<file path="src/rtl/sa_pkg.sv">
package sa_pkg;
  localparam int unsigned ILEN  = 32;
  localparam int unsigned XLEN  = 64;
  localparam int unsigned WLEN  = 32;
  localparam int unsigned SHW   = 2;
  localparam int unsigned REGW  = 5;
  localparam int unsigned POW   = 6;
  localparam int unsigned XOW   = 8;
  // shift field plus one needs one more bit
  localparam int unsigned SHAMTW = $clog2((1 << SHW) + 1);

  // LSB-first positions of the MSB-first numbered fields
  localparam int unsigned PO_LSB = ILEN - POW;
  localparam int unsigned RT_LSB = PO_LSB - REGW;
  localparam int unsigned RA_LSB = RT_LSB - REGW;
  localparam int unsigned RB_LSB = RA_LSB - REGW;
  localparam int unsigned SH_LSB = RB_LSB - SHW;
  localparam int unsigned XO_LSB = SH_LSB - XOW;

  typedef enum logic [1:0] {
    OP_FULL  = 2'd0,
    OP_SWORD = 2'd1,
    OP_UWORD = 2'd2,
    OP_NONE  = 2'd3
  } sa_op_e;

  typedef struct packed {
    sa_op_e            op;
    logic [REGW-1:0]   rt;
    logic [REGW-1:0]   ra;
    logic [REGW-1:0]   rb;
    logic [SHW-1:0]    sh;
    logic              rc;
  } sa_dec_t;
endpackage

</file>
<file path="src/rtl/sa_decode.sv">
module sa_decode
  import sa_pkg::*;
#(
  parameter logic [POW-1:0] PO_VAL   = 6'd22,
  parameter logic [XOW-1:0] XO_FULL  = 8'd9,
  parameter logic [XOW-1:0] XO_SWORD = 8'd10,
  parameter logic [XOW-1:0] XO_UWORD = 8'd11
) (
  input  logic [ILEN-1:0] insn_i,
  output sa_dec_t         dec_o
);
  logic [POW-1:0] po;
  logic [XOW-1:0] xo;

  assign po = insn_i[PO_LSB +: POW];
  assign xo = insn_i[XO_LSB +: XOW];

  always_comb begin
    dec_o.rt = insn_i[RT_LSB +: REGW];
    dec_o.ra = insn_i[RA_LSB +: REGW];
    dec_o.rb = insn_i[RB_LSB +: REGW];
    dec_o.sh = insn_i[SH_LSB +: SHW];
    dec_o.rc = insn_i[0];
    dec_o.op = OP_NONE;
    if (po == PO_VAL) begin
      if (xo == XO_FULL)       dec_o.op = OP_FULL;
      else if (xo == XO_SWORD) dec_o.op = OP_SWORD;
      else if (xo == XO_UWORD) dec_o.op = OP_UWORD;
    end
  end
endmodule

</file>
<file path="src/rtl/sa_scale.sv">
module sa_scale
  import sa_pkg::*;
(
  input  sa_op_e          op_i,
  input  logic [SHW-1:0]  sh_i,
  input  logic [XLEN-1:0] index_i,
  output logic [XLEN-1:0] scaled_o
);
  logic [XLEN-1:0]   ext;
  logic [SHAMTW-1:0] shamt;
  logic [XLEN-1:0]   stage [SHAMTW+1];

  assign shamt = SHAMTW'(sh_i) + SHAMTW'(1);

  always_comb begin
    unique case (op_i)
      OP_SWORD: ext = {{(XLEN-WLEN){index_i[WLEN-1]}}, index_i[WLEN-1:0]};
      OP_UWORD: ext = {{(XLEN-WLEN){1'b0}}, index_i[WLEN-1:0]};
      default:  ext = index_i;
    endcase
  end

  assign stage[0] = ext;

  // log-depth shifter, one mux row per shift bit
  for (genvar k = 0; k < SHAMTW; k++) begin : g_shift
    assign stage[k+1] = shamt[k] ? (stage[k] << (1 << k)) : stage[k];
  end

  assign scaled_o = stage[SHAMTW];
endmodule

</file>
<file path="src/rtl/sa_cond.sv">
module sa_cond
  import sa_pkg::*;
(
  input  logic [XLEN-1:0] value_i,
  output logic [2:0]      cr_o
);
  logic neg, zero;

  assign neg  = value_i[XLEN-1];
  assign zero = (value_i == '0);
  assign cr_o = {neg, ~neg & ~zero, zero};
endmodule

</file>
<file path="src/rtl/sa_unit.sv">
module sa_unit
  import sa_pkg::*;
#(
  parameter logic [POW-1:0] PO_VAL   = 6'd22,
  parameter logic [XOW-1:0] XO_FULL  = 8'd9,
  parameter logic [XOW-1:0] XO_SWORD = 8'd10,
  parameter logic [XOW-1:0] XO_UWORD = 8'd11
) (
  input  logic            clk_i,
  input  logic            rst_ni,
  input  logic            in_valid_i,
  output logic            in_ready_o,
  input  logic [ILEN-1:0] insn_i,
  input  logic [XLEN-1:0] base_i,
  input  logic [XLEN-1:0] index_i,
  output logic            out_valid_o,
  input  logic            out_ready_i,
  output logic [XLEN-1:0] result_o,
  output logic [REGW-1:0] rt_o,
  output logic            wr_en_o,
  output logic            illegal_o,
  output logic            cr_valid_o,
  output logic [2:0]      cr_o
);
  sa_dec_t         dec;
  logic [XLEN-1:0] scaled, sum;
  logic [2:0]      cr_n;
  logic            accept, legal, rec;
  logic [2*REGW-1:0] unused_srcs;

  logic            valid_q, wr_q, ill_q, crv_q;
  logic [2:0]      cr_q;
  logic [XLEN-1:0] res_q;
  logic [REGW-1:0] rt_q;

  sa_decode #(
    .PO_VAL  (PO_VAL),
    .XO_FULL (XO_FULL),
    .XO_SWORD(XO_SWORD),
    .XO_UWORD(XO_UWORD)
  ) u_dec (
    .insn_i(insn_i),
    .dec_o (dec)
  );

  sa_scale u_scale (
    .op_i    (dec.op),
    .sh_i    (dec.sh),
    .index_i (index_i),
    .scaled_o(scaled)
  );

  // carry out of the top bit is dropped
  assign sum = base_i + scaled;

  sa_cond u_cond (
    .value_i(sum),
    .cr_o   (cr_n)
  );

  // source register numbers are read by the register file, not here
  assign unused_srcs = {dec.ra, dec.rb};

  assign legal      = (dec.op != OP_NONE);
  assign rec        = legal & dec.rc;
  assign in_ready_o = ~valid_q | out_ready_i;
  assign accept     = in_valid_i & in_ready_o;

  always_ff @(posedge clk_i or negedge rst_ni) begin
    if (!rst_ni) begin
      valid_q <= 1'b0;
      wr_q    <= 1'b0;
      ill_q   <= 1'b0;
      crv_q   <= 1'b0;
      cr_q    <= '0;
      res_q   <= '0;
      rt_q    <= '0;
    end else if (accept) begin
      valid_q <= 1'b1;
      wr_q    <= legal;
      ill_q   <= ~legal;
      crv_q   <= rec;
      cr_q    <= rec ? cr_n : 3'b000;
      res_q   <= legal ? sum : '0;
      rt_q    <= dec.rt;
    end else if (out_ready_i) begin
      valid_q <= 1'b0;
      wr_q    <= 1'b0;
      ill_q   <= 1'b0;
      crv_q   <= 1'b0;
      cr_q    <= '0;
    end
  end

  assign out_valid_o = valid_q;
  assign result_o    = res_q;
  assign rt_o        = rt_q;
  assign wr_en_o     = wr_q;
  assign illegal_o   = ill_q;
  assign cr_valid_o  = crv_q;
  assign cr_o        = cr_q;

  a_r8_one_cycle: assert property (@(posedge clk_i) disable iff (!rst_ni)
    accept |=> out_valid_o);

  a_r9_hold: assert property (@(posedge clk_i) disable iff (!rst_ni)
    out_valid_o && !out_ready_i |=> out_valid_o && $stable(result_o) &&
    $stable(rt_o) && $stable(cr_o) && $stable(illegal_o) && $stable(wr_en_o));

  a_r9_no_accept: assert property (@(posedge clk_i) disable iff (!rst_ni)
    out_valid_o && !out_ready_i |-> !in_ready_o);

  a_r6_no_write: assert property (@(posedge clk_i) disable iff (!rst_ni)
    illegal_o |-> !wr_en_o && !cr_valid_o && result_o == '0);

  a_r7_onehot: assert property (@(posedge clk_i) disable iff (!rst_ni)
    cr_valid_o |-> $countones(cr_o) == 1);

  a_r7_sign: assert property (@(posedge clk_i) disable iff (!rst_ni)
    cr_valid_o |-> cr_o[2] == result_o[XLEN-1] && cr_o[0] == (result_o == '0));

  a_r2_low_zero: assert property (@(posedge clk_i) disable iff (!rst_ni)
    in_valid_i && legal |->
      (scaled & ((XLEN'(1) << (32'(dec.sh) + 1)) - XLEN'(1))) == '0);

  a_r8_beat_only: assert property (@(posedge clk_i) disable iff (!rst_ni)
    !out_valid_o |-> !wr_en_o && !illegal_o && !cr_valid_o);
endmodule

</file>
<file path="config.mk">
export PLATFORM = sky130hd
export DESIGN_NAME = sa_unit
export DESIGN_NICKNAME = d
export VERILOG_FILES = /design/src/rtl/sa_pkg.sv /design/src/rtl/sa_decode.sv /design/src/rtl/sa_scale.sv /design/src/rtl/sa_cond.sv /design/src/rtl/sa_unit.sv
export SDC_FILE = /design/constraint.sdc
export NUM_CORES = 1
export LEC_CHECK = 0
export BUFFER_PORTS_ARGS = -buffer_cell sky130_fd_sc_hd__buf_4
export CAP_MARGIN = 40
export CORE_MARGIN = 4
export CORE_UTILIZATION = 35
export DETAILED_ROUTE_END_ITERATION = 7
export GPL_ROUTABILITY_DRIVEN = 0
export PLACE_DENSITY = 0.64
export SLEW_MARGIN = 10
export SYNTH_ARGS = -nofsm -noshare
export SYNTH_HDL_FRONTEND = slang
export SYNTH_SLANG_ARGS = --single-unit
</file>
<file path="constraint.sdc">
create_clock -name clk_i -period 3.9 [get_ports clk_i]
set_input_delay 0.78 -clock clk_i [delete_from_list [all_inputs] [get_ports clk_i]]
set_output_delay 0.78 -clock clk_i [all_outputs]
set_load 0.01 [all_outputs]
</file>
==> impl_metrics.csv <==
group,metric,value,unit
logic_synthesis,synth_fp_nets,1438,
worst_setup_path,path_class,"input pin to flip-flop",
clock_network,cts_max_path_buffers,2,
grt,grt_pass1_vias,12497,
logic_synthesis,async_reset_ff_share,100,%
sta,min_period,5.35,ns
clock_network,clk_transition_reported_paths,0.06,ns
sta,rsz0062_at_grt,"true",
logic_synthesis,yosys.area.top_type,"dfrtp_1",
sta,hold-worst-slack,0.322,ns
power,power_frac_comb,73.0,%
power,clkPwrFrac,14.5,%
final_layout,filler_cell_count,2220,
placement,io_buffers,230,
power,p_per_area,360,nW/um^2
clock_network,cts_htree_levels,3,
power,power.leakage,8.29,nW
die,dieArea,31300,um^2
grt,antenna_found_initial,0,
worst_setup_path,worstSetupStartpointType,"input pin",
worst_setup_path,worstPathArrival,5.62,ns
routing,ant_nets,0,
logic_synthesis,postSynthCellCount,1207,
clock_network,clock-root-buffer,"clkbuf_16",
final_layout,seq_area,1900,um^2
final_layout,final_layout_size_suffix_gt1_share,58.4,%
sta,finalHoldViolCount,0,
worst_setup_path,required,4.17,ns
routing,drt_first_iter_violations,966,
die,pin_count,241,
job,cap_violations,0,
logic_synthesis,synth-edff-count,0,
routing,wl_per_cell,19.7,um
logic_synthesis,synth_area,9970,um^2
die,core,27900,um^2
worst_setup_path,cp-end-kind,"flip-flop",
power,ir_drop,0.213,mV
power,power.internal,3.79,mW
worst_setup_path,cp_slowest_cell,"or4_4",
placement,post-place-cells,2128,
routing,dr.pass1.iters,5,
power,p_total,6.42,mW
sta,fin_crit_sh,137,%
grt,gr-total-overflow,0,
grt,track_usage,26.0,%
routing,vias_per_cell,5.65,
logic_synthesis,synth-main-ff-cell,"dfrtp_1",
grt,grt_pass1_wl,66000,um
logic_synthesis,synth_cell_types,94,
worst_setup_path,max_stage_delay,0.53,ns
final_layout,stdcell_count,2239,
die,die_w,177,um
die,initial_utilization,35.7,%
sta,setup_viol,34,
status,outcome,"finished, violations left",
status,violations,"negative setup slack",
final_layout,n_antenna_cell,0,
sta,clock_skew,0.00842,ns
placement,post-dp-hpwl,33200,um
clock_network,insertion_delay,0.33,ns
final_layout,multi_input_area,9340,um^2
die,die_y,177,um
clock_network,clock-sinks,76,
min_path,hold_class,"input pin to async pin",
logic_synthesis,synth_seq_cells,76,
power,netSwitchingPower,2.63,mW
power,seqPwrFrac,12.5,%
logic_synthesis,ys_warn_count,0,
clock_network,cts_tree,"done",
clock_network,hold_buffers,0,
logic_synthesis,synth_top_cell_area_share,19.1,%
sta,slew_headroom,59.5,%
logic_synthesis,yosys-top-cells-area,"dfrtp_1 19%, mux2i_1 10%, ha_1 8.3%",
grt,grt_max_degree,60,
sta,max_freq,0.187,GHz
final_layout,nets,2089,
logic_synthesis,seq_area_frac_synth,19.1,%
sta,tns,-24.33,ns
sta,final_critical_path_setup_slack,-1.45,ns
die,rows,61,
routing,drc_errors,0,
sta,slew_viol_final,0,
routing,drt-total-wl,44200,um
sta,worstMarginPinSlew,0.607,ns
clock_network,cts_made_buffers,9,
routing,dr_total_vias,12653,
final_layout,syn2layout_area_growth,78.9,%
worst_setup_path,critPathMaxFanout,8,
power,switching_share,41.0,%
logic_synthesis,synth.avg_cell_area,8.26,um^2
-- cell families after synthesis --
family          share of synthesized area [%]
compound gates                           27.7
simple gates                             17.5
mux                                      19.1
buf+inv                                  4.07
flops                                    19.1
fa+ha+maj                                8.48
xor+xnor                                 4.13
-- worst max-delay path: cells and delay by family --
family	cells	cell delay [ns]
simple gates	7	1.68
compound gates	7	1.09
buf+inv	6	0.79
fa+ha+maj	2	0.70
xor+xnor	1	0.31
mux	2	0.25
-- cell usage after synthesis, types with 20 or more instances --
library cell and number:
xor2_1 26, xnor2_1 21, nor3_1 27, mux4_2 21, nand4_1 31, ha_1 66, dfrtp_1 76, mux2i_1 101
a21o_1 27, buf_2 20, a22o_1 31, a21oi_1 80, o21ai_0 106, nand2_1 138, nor2_1 79, clkbuf_1 45
mux2_2 37
-- per-layer routing --
| layer | track usage, % | up-vias | share of wire [%] |
|---|---|---|---|
| met5 | 0 | - | 0 |
| met4 | 9.28 | 0 | 4.4 |
| met3 | 3.14 | 142 | 7.4 |
| met2 | 42.1 | 626 | 46 |
| met1 | 36.0 | 5989 | 42 |
| li1 | - | 5896 | - |
-- area by class of cell --
| cell class | count | share of cell area, % |
|---|---|---|
| clock buffers | 9 | 1.26 |
| clock inverters | 5 | 0.575 |
| inverters | 18 | 0.379 |
| multi-input cells | 1036 | 52.4 |
| flip-flops and latches | 76 | 10.7 |
| well taps | 378 | 2.65 |
| repair buffers | 717 | 32.1 |
-- worst paths after layout --
path / start / end / slack, ns / cells past startpoint
worst max-delay path: insn_i[26] / cr_o[0] / -1.45 / 25
worst min-delay path: rst_ni / result_o[0] / 0.32 / 1
worst max register to register: out_valid_o / cr_o[0] / 2.10 / 7
worst min register to register: result_o[50] / result_o[50] / 0.48 / 2
max in group asynchronous: rst_ni / result_o[41] / 3.01 / 2
min in group clk_i: result_o[50] / result_o[50] / 0.48 / 2
-- registers in the layout, summed over array words and instances (netlist names) --
signal / cells
result_o: 64
rt_o: 5
cr_o: 3
cr_valid_o: 1
illegal_o: 1
out_valid_o: 1
wr_en_o: 1
-- power by group through the flow --
stage | registers [mW] | clock network (mW) | logic (mW)
6_report | 0.802 | 0.931 | 4.68
5_1_grt | 0.803 | 0.984 | 4.95
3_5_place_dp | 0.817 | 0 | 3.65
4_1_cts | 0.802 | 0.957 | 4.12
3_3_place_gp | 0.816 | 0 | 3.59
2_1_floorplan | 0.822 | 0 | 1.82
-- through the flow --
stage	setup slack [ns]	utilization (%)	cell area, um^2
CTS	-1.26	60.1	16800
global route	-1.68	63.9	17800
detailed placement	-2.08	54.3	15200
global placement	-2.02	54.2	15200
finish	-1.45	63.9	17800
floorplan	-1.26	-	10500
-- placed cells by master (no fill, tap or decap), types with 31 or more instances in the layout --
cell type	instances
a22o_1	31
a21oi_1	41
mux2i_1	96
buf_6	37
nand2_1	114
o21ai_0	46
nor2_1	64
o21ai_2	38
o21ai_1	31
buf_4	666
dfrtp_1	76
mux2_2	31
nand4_1	31
ha_1	41
a21oi_2	36
-- repair_timing --
action | CTS | global route
setup buffers | 61 | 39
gates resized for setup | 182 | 163
pin swaps | 67 | 79
gates cloned | 3 | 0
setup endpoints to repair | 43 | 46
(Power assumes the default switching activity.)
